[config.mk]
export PLATFORM = sky130hd
export DESIGN_NAME = regbank_i2c_slave
export DESIGN_NICKNAME = d
export VERILOG_FILES = /design/src/rtl/regbank_i2c_slave.sv
export SDC_FILE = /design/constraint.sdc
export NUM_CORES = 1
export LEC_CHECK = 0
export BUFFER_PORTS_ARGS = -buffer_cell sky130_fd_sc_hd__buf_2
export CAP_MARGIN = 10
export CORE_MARGIN = 4
export CORE_UTILIZATION = 45
export CTS_CLUSTER_SIZE = 25
export DETAILED_ROUTE_END_ITERATION = 8
export PLACE_DENSITY = 0.65
export SLEW_MARGIN = 15
export SYNTH_ARGS = -nofsm -noshare
export SYNTH_HDL_FRONTEND = slang
export SYNTH_SLANG_ARGS = --single-unit
[constraint.sdc]
create_clock -name clk -period 2.58 [get_ports clk]
set_input_delay 0.645 -clock clk [delete_from_list [all_inputs] [get_ports clk]]
set_output_delay 0.645 -clock clk [all_outputs]
set_load 0.01 [all_outputs]
[src/rtl/regbank_i2c_slave.sv]
module regbank_i2c_slave #(
  parameter logic [6:0] DEV_ADDR = 7'h2A,
  parameter int LAST_REG = 16,
  parameter int SYNC_FF = 2
) (
  input  logic                      clk,
  input  logic                      rst_n,
  input  logic                      scl_i,
  input  logic                      sda_i,
  output logic                      sda_oe,
  output logic [(LAST_REG+1)*8-1:0] regs_o
);
  localparam int NREG = LAST_REG + 1;
  localparam int PW = $clog2(NREG);
  localparam logic [7:0] LAST_B = 8'(LAST_REG);
  localparam logic [PW-1:0] LAST_P = PW'(LAST_REG);

  typedef enum logic [2:0] {S_IDLE, S_DEV, S_PTR, S_WR, S_RD} state_t;

  logic [SYNC_FF-1:0] scl_sy, sda_sy;
  logic scl_q, sda_q;
  logic scl_s, sda_s;
  logic start_det, stop_det, scl_rise, scl_fall;

  state_t state;
  logic [3:0] cnt;
  logic [7:0] shreg, tx_sh;
  logic [PW-1:0] ptr, base;
  logic ack_oe, tx_en, rd_mode, m_ack;
  logic [7:0] regs [NREG];

  always_ff @(posedge clk or negedge rst_n)
    if (!rst_n) begin
      scl_sy <= '1; sda_sy <= '1; scl_q <= 1'b1; sda_q <= 1'b1;
    end else begin
      scl_sy <= {scl_sy[SYNC_FF-2:0], scl_i};
      sda_sy <= {sda_sy[SYNC_FF-2:0], sda_i};
      scl_q <= scl_s;
      sda_q <= sda_s;
    end

  assign scl_s = scl_sy[SYNC_FF-1];
  assign sda_s = sda_sy[SYNC_FF-1];
  assign start_det = scl_s & scl_q & sda_q & ~sda_s;
  assign stop_det = scl_s & scl_q & ~sda_q & sda_s;
  assign scl_rise = scl_s & ~scl_q;
  assign scl_fall = ~scl_s & scl_q;
  assign sda_oe = ack_oe | (tx_en & ~tx_sh[7]);

  always_ff @(posedge clk or negedge rst_n)
    if (!rst_n) begin
      state <= S_IDLE; cnt <= '0; shreg <= '0; tx_sh <= '0;
      ptr <= '0; base <= '0;
      ack_oe <= 1'b0; tx_en <= 1'b0; rd_mode <= 1'b0; m_ack <= 1'b0;
      for (int i = 0; i < NREG; i++) regs[i] <= '0;
    end else if (start_det) begin
      state <= S_DEV; cnt <= '0; ack_oe <= 1'b0; tx_en <= 1'b0;
    end else if (stop_det) begin
      state <= S_IDLE; cnt <= '0; ack_oe <= 1'b0; tx_en <= 1'b0;
    end else if (state != S_IDLE) begin
      if (scl_rise) begin
        if (cnt < 4'd8) begin
          cnt <= cnt + 4'd1;
          if (state != S_RD) shreg <= {shreg[6:0], sda_s};
        end else if (cnt == 4'd8) begin
          cnt <= 4'd9;
          m_ack <= ~sda_s;
        end
      end else if (scl_fall) begin
        if (state == S_RD) begin
          if (cnt >= 4'd1 && cnt <= 4'd7) tx_sh <= {tx_sh[6:0], 1'b0};
          else if (cnt == 4'd8) begin
            tx_en <= 1'b0;
            if (ptr != LAST_P) ptr <= ptr + 1'b1;
          end else if (cnt == 4'd9) begin
            cnt <= '0;
            if (m_ack) begin
              tx_sh <= regs[ptr];
              tx_en <= 1'b1;
            end else state <= S_IDLE;
          end
        end else if (cnt == 4'd8) begin
          case (state)
            S_DEV:
              if (shreg[7:1] == DEV_ADDR) begin
                ack_oe <= 1'b1;
                rd_mode <= shreg[0];
              end else state <= S_IDLE;
            S_PTR:
              if (shreg <= LAST_B) begin
                ack_oe <= 1'b1;
                base <= shreg[PW-1:0];
                ptr <= shreg[PW-1:0];
              end else state <= S_IDLE;
            default: begin
              ack_oe <= 1'b1;
              regs[ptr] <= shreg;
              if (ptr != LAST_P) ptr <= ptr + 1'b1;
            end
          endcase
        end else if (cnt == 4'd9) begin
          ack_oe <= 1'b0;
          cnt <= '0;
          if (state == S_DEV) begin
            if (rd_mode) begin
              state <= S_RD;
              ptr <= base;
              tx_sh <= regs[base];
              tx_en <= 1'b1;
            end else state <= S_PTR;
          end else if (state == S_PTR) state <= S_WR;
        end
      end
    end

  for (genvar g = 0; g < NREG; g++) begin : g_view
    assign regs_o[8*g +: 8] = regs[g];
  end
endmodule

==> results of run 1 <==
## cells in the final DEF (no fill, tap or decap), types with 6 or more instances in the layout
cell       count
dfrtp_1      171
nor2b_1        8
a31oi_1        8
buf_4         39
nand4_1        7
nand2_1       14
o22ai_1        8
ha_1          10
and2_1         6
nor2_1        16
mux4_2        42
inv_1         14
clkbuf_16     17
a21oi_1       29
dfstp_2        6
nor3_1        10
a22oi_1       24
nand2b_1       6
mux2i_1       51
mux2_2       152
nand3_1       18
o21ai_0       17
nand2_2       14
buf_2        139
## power groups by stage
| stage | combinational, W | sequential, W | clock (W) |
|---|---|---|---|
| 3_5_place_dp | 0.00107 | 0.00308 | 0 |
| 2_1_floorplan | 0.000691 | 0.00302 | 0 |
| 5_1_grt | 0.00117 | 0.00304 | 0.00280 |
| 4_1_cts | 0.00107 | 0.00302 | 0.00266 |
| 3_3_place_gp | 0.00105 | 0.00307 | 0 |
| 6_report | 0.00108 | 0.00303 | 0.00263 |
## flip-flops by register name, indices dropped and copies added (netlist names)
signal,flops
ack_oe,1
base,5
cnt,4
m_ack,1
ptr,5
rd_mode,1
regs_o,136
scl_q,1
scl_sy,2
sda_q,1
sda_sy,2
shreg,8
state,3
tx_en,1
tx_sh,8
## cell type report
| class | instances | area share |
|---|---|---|
| multi-input combinational | 524 | 0.438 |
| tap | 280 | 0.0299 |
| clock buffer | 18 | 0.0366 |
| clock inverter | 14 | 0.0140 |
| sequential | 179 | 0.383 |
| inverter | 14 | 0.00449 |
| timing repair buffer | 184 | 0.0939 |
## routing by layer
layer	GRT usage	vias to the layer above	routed length, um
li1	-	3267	-
met1	0.362	3949	13300
met2	0.409	310	15000
met3	0.0581	67	1940
met5	0	-	0
met4	0.102	0	1190
## what timing repair did
action                                  CTS  global route
endpoints found under the setup margin    0            10
hold buffers                              0             0
gates resized for setup                   0             1
## cells by family (layout without fill, tap and decap cells)
group,Yosys count,in the layout,synth area share
and+or+nand+nor,138,138,0.0872
adders and majority gates,11,11,0.0136
muxes,247,247,0.321
DFF,179,179,0.451
buffers and inverters,77,230,0.0348
xor gates and xnor gates,4,4,0.00352
AOI/OAI and AO/OA,124,124,0.0891
## through the flow
stage               setup TNS [ns]  cell area (sq um)  total power (W)  worst slack (ns)
floorplan                        0               9950          0.00371             0.322
finish                           0              11700          0.00673             0.130
CTS                              0              11700          0.00676             0.161
global route               -0.0525              11700          0.00702           -0.0202
global placement                 0              11100          0.00412             0.220
detailed placement               0              11100          0.00415             0.171
## worst max-delay path, delay by kind of cell, from the launching register on
kind	cells	cell delay, ns
flip-flops	1	0.44
AO/OA/AOI/OAI	3	0.69
adder cells (fa/ha/maj)	1	0.23
AND/OR/NAND/NOR	2	0.86
buffers and inverters	1	0.10
## final timing paths
check	to	from	slack [ns]
worst max-delay path	tx_sh[2]	cnt[0]	0.13
worst max register to register	tx_sh[2]	cnt[0]	0.13
min in group clk	scl_sy[0]	scl_i	0.30
worst min register to register	scl_sy[1]	scl_sy[0]	0.36
worst min-delay path	regs_o[102]	rst_n	0.15
max in group asynchronous	base[0]	rst_n	1.65
==> impl_metrics.toml, run 1 <==
[timing]
tightest_slew_ns = 0.728
fmax_mhz = 408
min_period_ns = 2.45
rsz0062_at_grt = "true"
timing.hold.ws_ns = 0.151
relSlewSlack = 0.514
finalSetupViolations = 0
final.period_utilization = 0.950
slew_viol_final = 0
hold_viol = 0
finalClockSkew_ns = 0.0136

[clocking]
h-tree-depth = 4
clock_latency_ns = 0.44
clock-sinks = 179
cts_made_buffers = 17
cts_tree = "yes"
cts_root_buffer = "clkbuf_16"
path_clk_slew_ns = 0.08
postCtsSetupBuffers = 0
clock_path_buffers = 2

[power]
intPower_w = 0.00461
vdd_drop_max_mv = 0.535
p_leak_nw = 5.53
swShare = 0.315
share_comb_of_total_power = 0.160
switchingPower_w = 0.00212
power.share.clock = 0.390
seqPwrFrac = 0.450
pwr_density_cell_nw_per_um2 = 574

[layout]
fin_util = 0.538
fillers = 1949
final_cell_count_no_fill = 1213
final_nets = 934
register_area_sq_um = 4490
antenna_cells = 0
areaGrowthSynthToFinish_pct = 17.8
multi_input_area_sq_um = 5130
layout-drive-gt1-share = 0.486

[outcome]
status = "completed"

[detailed_routing]
route.detailed.drc = 0
drt_iter0_markers = 673
via_per_inst = 6.26
finalWirelength_mm = 31.4
vias = 7593
drt.antenna.violating_nets = 0
first_pass_iters = 5
wire_per_inst_um = 25.9

[place]
place_inst = 1181
port_buffers = 140
place_hpwl_mm = 22.7
globalplace.congestion = 0.920

[floorplan]
die-area_sq_um = 24500
io_pins = 141
fp-row-count = 54
core_area_sq_um = 21800
die_h_um = 157
die_w_um = 157
start_util = 0.457

[global_route]
grt.total_usage = 0.263
grt_overflow = 0
grt_pass1_wl_mm = 48.5
antenna_found_initial = 0
grt_pass1_vias = 7740
grt_max_degree = 58

[yosys]
synth_common_cells = "dfrtp_1 (173), mux2_2 (152), mux2i_1 (51), mux4_2 (42), a21oi_1 (29)"
synth_edf_count = 0
yosysTopAreaCell = "dfrtp_1"
syn-instance-count = 780
syn_avg_cell_area_sq_um = 12.8
synth_top_area_frac = 0.435
ys_warn_count = 0
synth-seq-area-share = 0.451
synth_most_common_cell = "dfrtp_1"
synth-async-reset-ratio = 1.00
yosysUniqueCellTypes = 72
yosys_most_used_dff = "dfrtp_1"
synth-seq-cells = 179
postSynthNetCount = 794
yosys-top-cells-area = "dfrtp_1 (44%), mux2_2 (17%), mux4_2 (9.5%)"
netlist_area_sq_um = 9950

[setup_path]
crit_path_max_fanout = 9
crit_chain = "inv_1 -> ha_1 -> or3b_4 -> and2_0 -> a21oi_1 -> a31oi_1 -> o32a_1"
required_ns = 2.90
max_stage_delay_ns = 0.44
setup.worst_path.class = "reg -> reg"
end_kind = "register"
worst-r2r-cell-count = 7
crit_slowest_cell = "dfrtp_1"
arrival_ns = 2.77
start_kind = "register"

[min_path]
hold_path_class = "in -> async"

[flow_run]
drv_cap = 0
Power figures use the tool's default switching activity.
==> run 2: changes to the inputs <==
--- a/config.mk
+++ b/config.mk
@@ -5,13 +5,13 @@
 export SDC_FILE = /design/constraint.sdc
 export NUM_CORES = 1
 export LEC_CHECK = 0
+export ABC_AREA = 1
 export BUFFER_PORTS_ARGS = -buffer_cell sky130_fd_sc_hd__buf_2
 export CAP_MARGIN = 10
 export CORE_MARGIN = 4
 export CORE_UTILIZATION = 45
 export CTS_CLUSTER_SIZE = 25
 export DETAILED_ROUTE_END_ITERATION = 8
-export PLACE_DENSITY = 0.65
 export SLEW_MARGIN = 15
 export SYNTH_ARGS = -nofsm -noshare
 export SYNTH_HDL_FRONTEND = slang
==> impl_metrics.toml, run 2 <==
[clocking]
clock_path_buffers = 2
cts_root_buffer = "clkbuf_16"
ctsResizeCount = 0
cts_made_buffers = 17
clock_latency_ns = 0.45
clock-sinks = 179
postCtsSetupBuffers = 0
h-tree-depth = 4
path_clk_slew_ns = 0.08
postCtsHoldBufs = 0
cts_tree = "yes"

[power]
pwr_density_cell_nw_per_um2 = 523
power_w = 0.00640
p_leak_nw = 6.09
vdd_drop_max_mv = 0.377

[setup_path]
required_ns = 2.91
rr_endpoint = "tx_sh[4]"
r2r-start = "ptr[0]"
worst-r2r-cell-count = 10
crit_path_max_fanout = 27
endpoint = "tx_sh[4]"
start_kind = "register"
arrival_ns = 2.51
setup.worst_path.class = "reg -> reg"
r2r_setup_slack_ns = 0.40
crit_start = "ptr[0]"
end_kind = "register"

[yosys]
yosys_most_used_dff = "dfrtp_1"
synth_top_family_by_area = "simple AND/OR/NAND/NOR gates"
postSynthNetCount = 1501
muxShareOfSynthArea = 0
synth-async-reset-ratio = 1.00
syn-instance-count = 1487
synth-seq-cells = 179
synth-seq-area-share = 0.426
synth_xor_area_frac = 0.000832
synth_most_common_cell = "nand2_1"
yosysUniqueCellTypes = 39
synthAdderAreaFrac = 0.0119
synthSimpleGateAreaFrac = 0.337
yosysTopAreaCell = "dfrtp_1"
yosys-top-cells-area = "dfrtp_1 (41%), nand2_1 (19%), nand3_1 (7.6%)"
syn_avg_cell_area_sq_um = 7.08
synth_compound_area_frac = 0.136
synth_edf_count = 0
ys_warn_count = 0
netlist_area_sq_um = 10500
synth_top_area_frac = 0.411
synth_common_cells = "nand2_1 (521), dfrtp_1 (173), nand3_1 (160), inv_1 (130), o21ai_0 (103)"

[timing]
final.period_utilization = 0.846
finalClockSkew_ns = 0.0169
fin_tns_setup_ns = 0
slew_viol_final = 0
hold_viol = 0
min_period_ns = 2.18
finalSetupViolations = 0
rsz0062_at_grt = "false"
tightest_slew_ns = 0.751
relSlewSlack = 0.499
fmax_mhz = 458

[detailed_routing]
drt.antenna.violating_nets = 0
drt_iter0_markers = 1011
route.detailed.drc = 0
finalWirelength_mm = 37.7
vias = 10521
first_pass_iters = 6
wire_per_inst_um = 19.5
via_per_inst = 5.44

[global_route]
top_usage_layer = "met2"
use_met1 = 0.430
grt_pass1_vias = 9848
use_met2 = 0.455
grt.total_usage = 0.291
gr-usage-met3 = 0.0431
grt_overflow = 0
grt_pass1_wl_mm = 59.3
grt_max_degree = 68
antenna_found_initial = 0

[floorplan]
die_w_um = 161
core_area_sq_um = 22800
fp-row-count = 55
die-area_sq_um = 25900
io_pins = 141
die_h_um = 161
start_util = 0.461

[place]
place_hpwl_mm = 27.1
placed_area_sq_um = 11600
port_buffers = 140
globalplace.congestion = 0.980

[layout]
layout.cells.most_common = "nand2_1"
register_area_sq_um = 4490
final_nets = 1623
multi_input_area_sq_um = 5130
areaGrowthSynthToFinish_pct = 16.2
fillers = 2336
largest_reg_flops = 136
final_cell_mix = "nand2_1 (521), dfrtp_1 (171), nand3_1 (160)"
fin_util = 0.536
layout-drive-gt1-share = 0.173
fin_area_sq_um = 12200
antenna_cells = 0

[outcome]
status = "completed"

[flow_run]
drv_cap = 0

[min_path]
hold_path_class = "in -> async"
==> run 2: cell types whose count changed after synthesis, sizes merged, moves of 42 or more <==
cell,before,now
nand2,28,538
o21ai,18,208
mux2,154,0
nand3,22,166
inv,14,133
nor2,16,80
mux2i,51,0
mux4,42,0
==> run 2: kinds of logic (layout without fill, tap and decap cells) <==
kind of cell / Yosys count / count (layout)
XOR/XNOR: 1 / 1
buffers and inverters: 221 / 356
adder cells (fa/ha/maj): 10 / 10
flip-flops: 179 / 179
AND/OR/NAND/NOR: 813 / 813
AO/OA/AOI/OAI: 263 / 263
==> run 2: worst min path at each step <==
stage	slack (ns)	end	from	cells past startpoint
floorplan	0.35	ack_oe	rst_n	0
global placement	0.36	sda_sy[1]	sda_sy[0]	0
detailed placement	0.36	sda_sy[1]	sda_sy[0]	0
CTS	0.03	regs_o[32]	rst_n	1
global route	0.03	regs_o[32]	rst_n	1
finish	0.03	regs_o[48]	rst_n	1
==> run 2: layer usage <==
metal / routed length (um) / vias up
met5: 0 / -
met4: 799 / 0
met3: 2360 / 43
met2: 17400 / 382
met1: 17200 / 5045
li1: - / 5051
==> run 2: cell type report <==
cell class | instances | share of cell area
clock inverters | 15 | 0.0137
well taps | 313 | 0.0320
flip-flops and latches | 179 | 0.367
inverters | 138 | 0.0425
repair buffers | 186 | 0.0911
clock buffers | 17 | 0.0348
multi-input cells | 1087 | 0.419
==> run 2: worst max-delay path, cell delays in order, from the launching register on <==
cell,delay [ns]
dfrtp_2,0.38
clkinv_1,0.44
buf_12,0.36
nor2_1,0.09
o21ai_0,0.20
nand2_1,0.12
nand3_1,0.09
nor2_1,0.18
nor2_1,0.06
nor2_1,0.10
nor2_1,0.04
==> run 2: report_power, final <==
group	internal, W	total (W)	switching [W]
sequential	0.00286	0.00291	0.0000553
combinational	0.000208	0.000817	0.000609
clock	0.00138	0.00267	0.00129
total	0.00444	0.00640	0.00196
==> run 2: metrics by stage <==
stage                     cells  setup slack (ns)  hold WS (ns)
after CTS                  1935             0.421        0.0266
after global placement     1903             0.443         0.358
after detailed placement   1903             0.438         0.355
after global routing       1935             0.169        0.0298
after floorplan            1487             0.588         0.345
final                      1935             0.398        0.0293
==> run 3: changes to the inputs <==
--- a/config.mk
+++ b/config.mk
@@ -12,6 +12,7 @@
 export CORE_UTILIZATION = 45
 export CTS_CLUSTER_SIZE = 25
 export DETAILED_ROUTE_END_ITERATION = 8
+export PLACE_DENSITY = 0.67
 export SLEW_MARGIN = 15
 export SYNTH_ARGS = -nofsm -noshare
 export SYNTH_HDL_FRONTEND = slang
==> constraint.sdc (replaced) <==
create_clock -name clk -period 1.8 [get_ports clk]
set_input_delay 0.45 -clock clk [delete_from_list [all_inputs] [get_ports clk]]
set_output_delay 0.45 -clock clk [all_outputs]
set_load 0.01 [all_outputs]
==> impl_metrics.toml, run 3 (synthesis results as in run 2) <==
[outcome]
status = "complete, but fails checks"
violations = "negative setup slack"

[global_route]
grt.total_usage = 0.294
grt_overflow = 0
grt_max_degree = 47
grt_pass1_vias = 10460
antenna_found_initial = 0
grt_pass1_wl_mm = 60.2

[timing]
tightest_slew_ns = 0.444
hold_viol = 0
fmax_mhz = 524
relSlewSlack = 0.704
timing.hold.ws_ns = 0.105
final.period_utilization = 1.06
setup_slack_ns = -0.107
finalClockSkew_ns = 0.00965
slew_viol_final = 0
finalSetupViolations = 125
min_period_ns = 1.91
rsz0062_at_grt = "true"

[detailed_routing]
drt.antenna.violating_nets = 0
vias = 11405
finalWirelength_mm = 39.8
wire_per_inst_um = 19.5
route.detailed.drc = 0
drt_iter0_markers = 1236
via_per_inst = 5.59
first_pass_iters = 8

[setup_path]
start_kind = "register"
crit_slowest_cell = "dfstp_2"
max_stage_delay_ns = 0.56
crit_chain = "inv_2 -> ha_4 -> clkinv_4 -> nand3_4 -> nor2_4 -> nand2_8 -> nor2_8 -> nand2_4 -> buf_12 -> nand2_2 -> o21ai_1"
end_kind = "register"
path_delay_family = "simple AND/OR/NAND/NOR gates"
required_ns = 2.11
arrival_ns = 2.22
crit_path_max_fanout = 8
path_buf_inv = 3
setup.worst_path.class = "reg -> reg"

[layout]
register_area_sq_um = 4490
fillers = 2076
largest_reg_flops = 136
antenna_cells = 0
layout-drive-gt1-share = 0.317
fin_area_sq_um = 14300
final_cell_mix = "nand2_1 (414), dfrtp_1 (170), nand3_1 (156)"
layout.cells.most_common = "nand2_1"
final_nets = 1728
areaGrowthSynthToFinish_pct = 35.3
multi_input_area_sq_um = 6190

[clocking]
cts_root_buffer = "clkbuf_16"
clock_path_buffers = 2
h-tree-depth = 4
cts_tree = "yes"
clock_latency_ns = 0.44
clock-sinks = 179
cts_made_buffers = 17
path_clk_slew_ns = 0.08

[flow_run]
drv_cap = 0

[floorplan]
core_area_sq_um = 22800
die_h_um = 161
io_pins = 141
die-area_sq_um = 25900
start_util = 0.461
die_w_um = 161
fp-row-count = 55

[power]
power_w = 0.00943
p_leak_nw = 6.78
vdd_drop_max_mv = 0.534
pwr_density_cell_nw_per_um2 = 662

[place]
place_hpwl_mm = 26.7
globalplace.congestion = 0.995
placed_area_sq_um = 12400
dp_slack_ns = -0.174
port_buffers = 140

[min_path]
hold_path_class = "in -> reg"
==> run 3: final timing paths <==
kind	from	endpoint	slack [ns]	cells after the start
worst max-delay path	scl_q	regs_o[48]	-0.11	11
worst min-delay path	scl_i	scl_sy[0]	0.10	1
worst min register to register	scl_sy[0]	scl_sy[1]	0.36	0
max in group asynchronous	rst_n	scl_sy[0]	0.74	3
min in group asynchronous	rst_n	regs_o[52]	0.46	2
worst max register to register	scl_q	regs_o[48]	-0.11	11
==> run 3: routing by layer <==
metal  track usage  wire length (um)  share of wire  vias up
li1              -                 -              -     5287
met1         0.408             16300           0.41     5478
met2         0.479             19100           0.48      563
met3        0.0475              3330          0.084       77
met4        0.0884              1120          0.028        0
met5             0                 0              0        -
==> run 3: metrics by stage <==
step	TNS (ns)	utilization	instances
2_1_floorplan	-0.385	-	1487
3_3_place_gp	-3.82	0.543	1975
3_5_place_dp	-12.06	0.543	1975
4_1_cts	-7.79	0.587	2025
5_1_grt	-21.76	0.624	2040
6_report	-7.97	0.624	2040
==> run 3: where the power goes <==
part           internal (W)  switching, W
Sequential          0.00409     0.0000632
Clock               0.00185       0.00186
Combinational      0.000542       0.00103
==> run 3: worst register-to-register path, cell delays in order, from the launching register on <==
cell and delay, ns:
dfstp_2 0.56, inv_2 0.05, ha_4 0.15, clkinv_4 0.05
nand3_4 0.07, nor2_4 0.15, nand2_8 0.12, nor2_8 0.21
nand2_4 0.12, buf_12 0.18, nand2_2 0.06, o21ai_1 0.05
==> run 3: area by class of cell <==
class | count | share of cell area
well taps | 313 | 0.0275
clock inverters | 14 | 0.00974
inverters | 138 | 0.0385
clock buffers | 18 | 0.0301
multi-input cells | 1103 | 0.435
flip-flops and latches | 179 | 0.315
repair buffers | 275 | 0.144
==> run 3: timing repair <==
| item | CTS | global route |
|---|---|---|
| hold endpoints to repair | 21 | 0 |
| cloned | 8 | 10 |
| hold buffers | 1 | 0 |
| setup endpoints to repair | 161 | 172 |
| resized for setup | 68 | 213 |
| setup buffers | 9 | 5 |
| pin swaps | 24 | 46 |
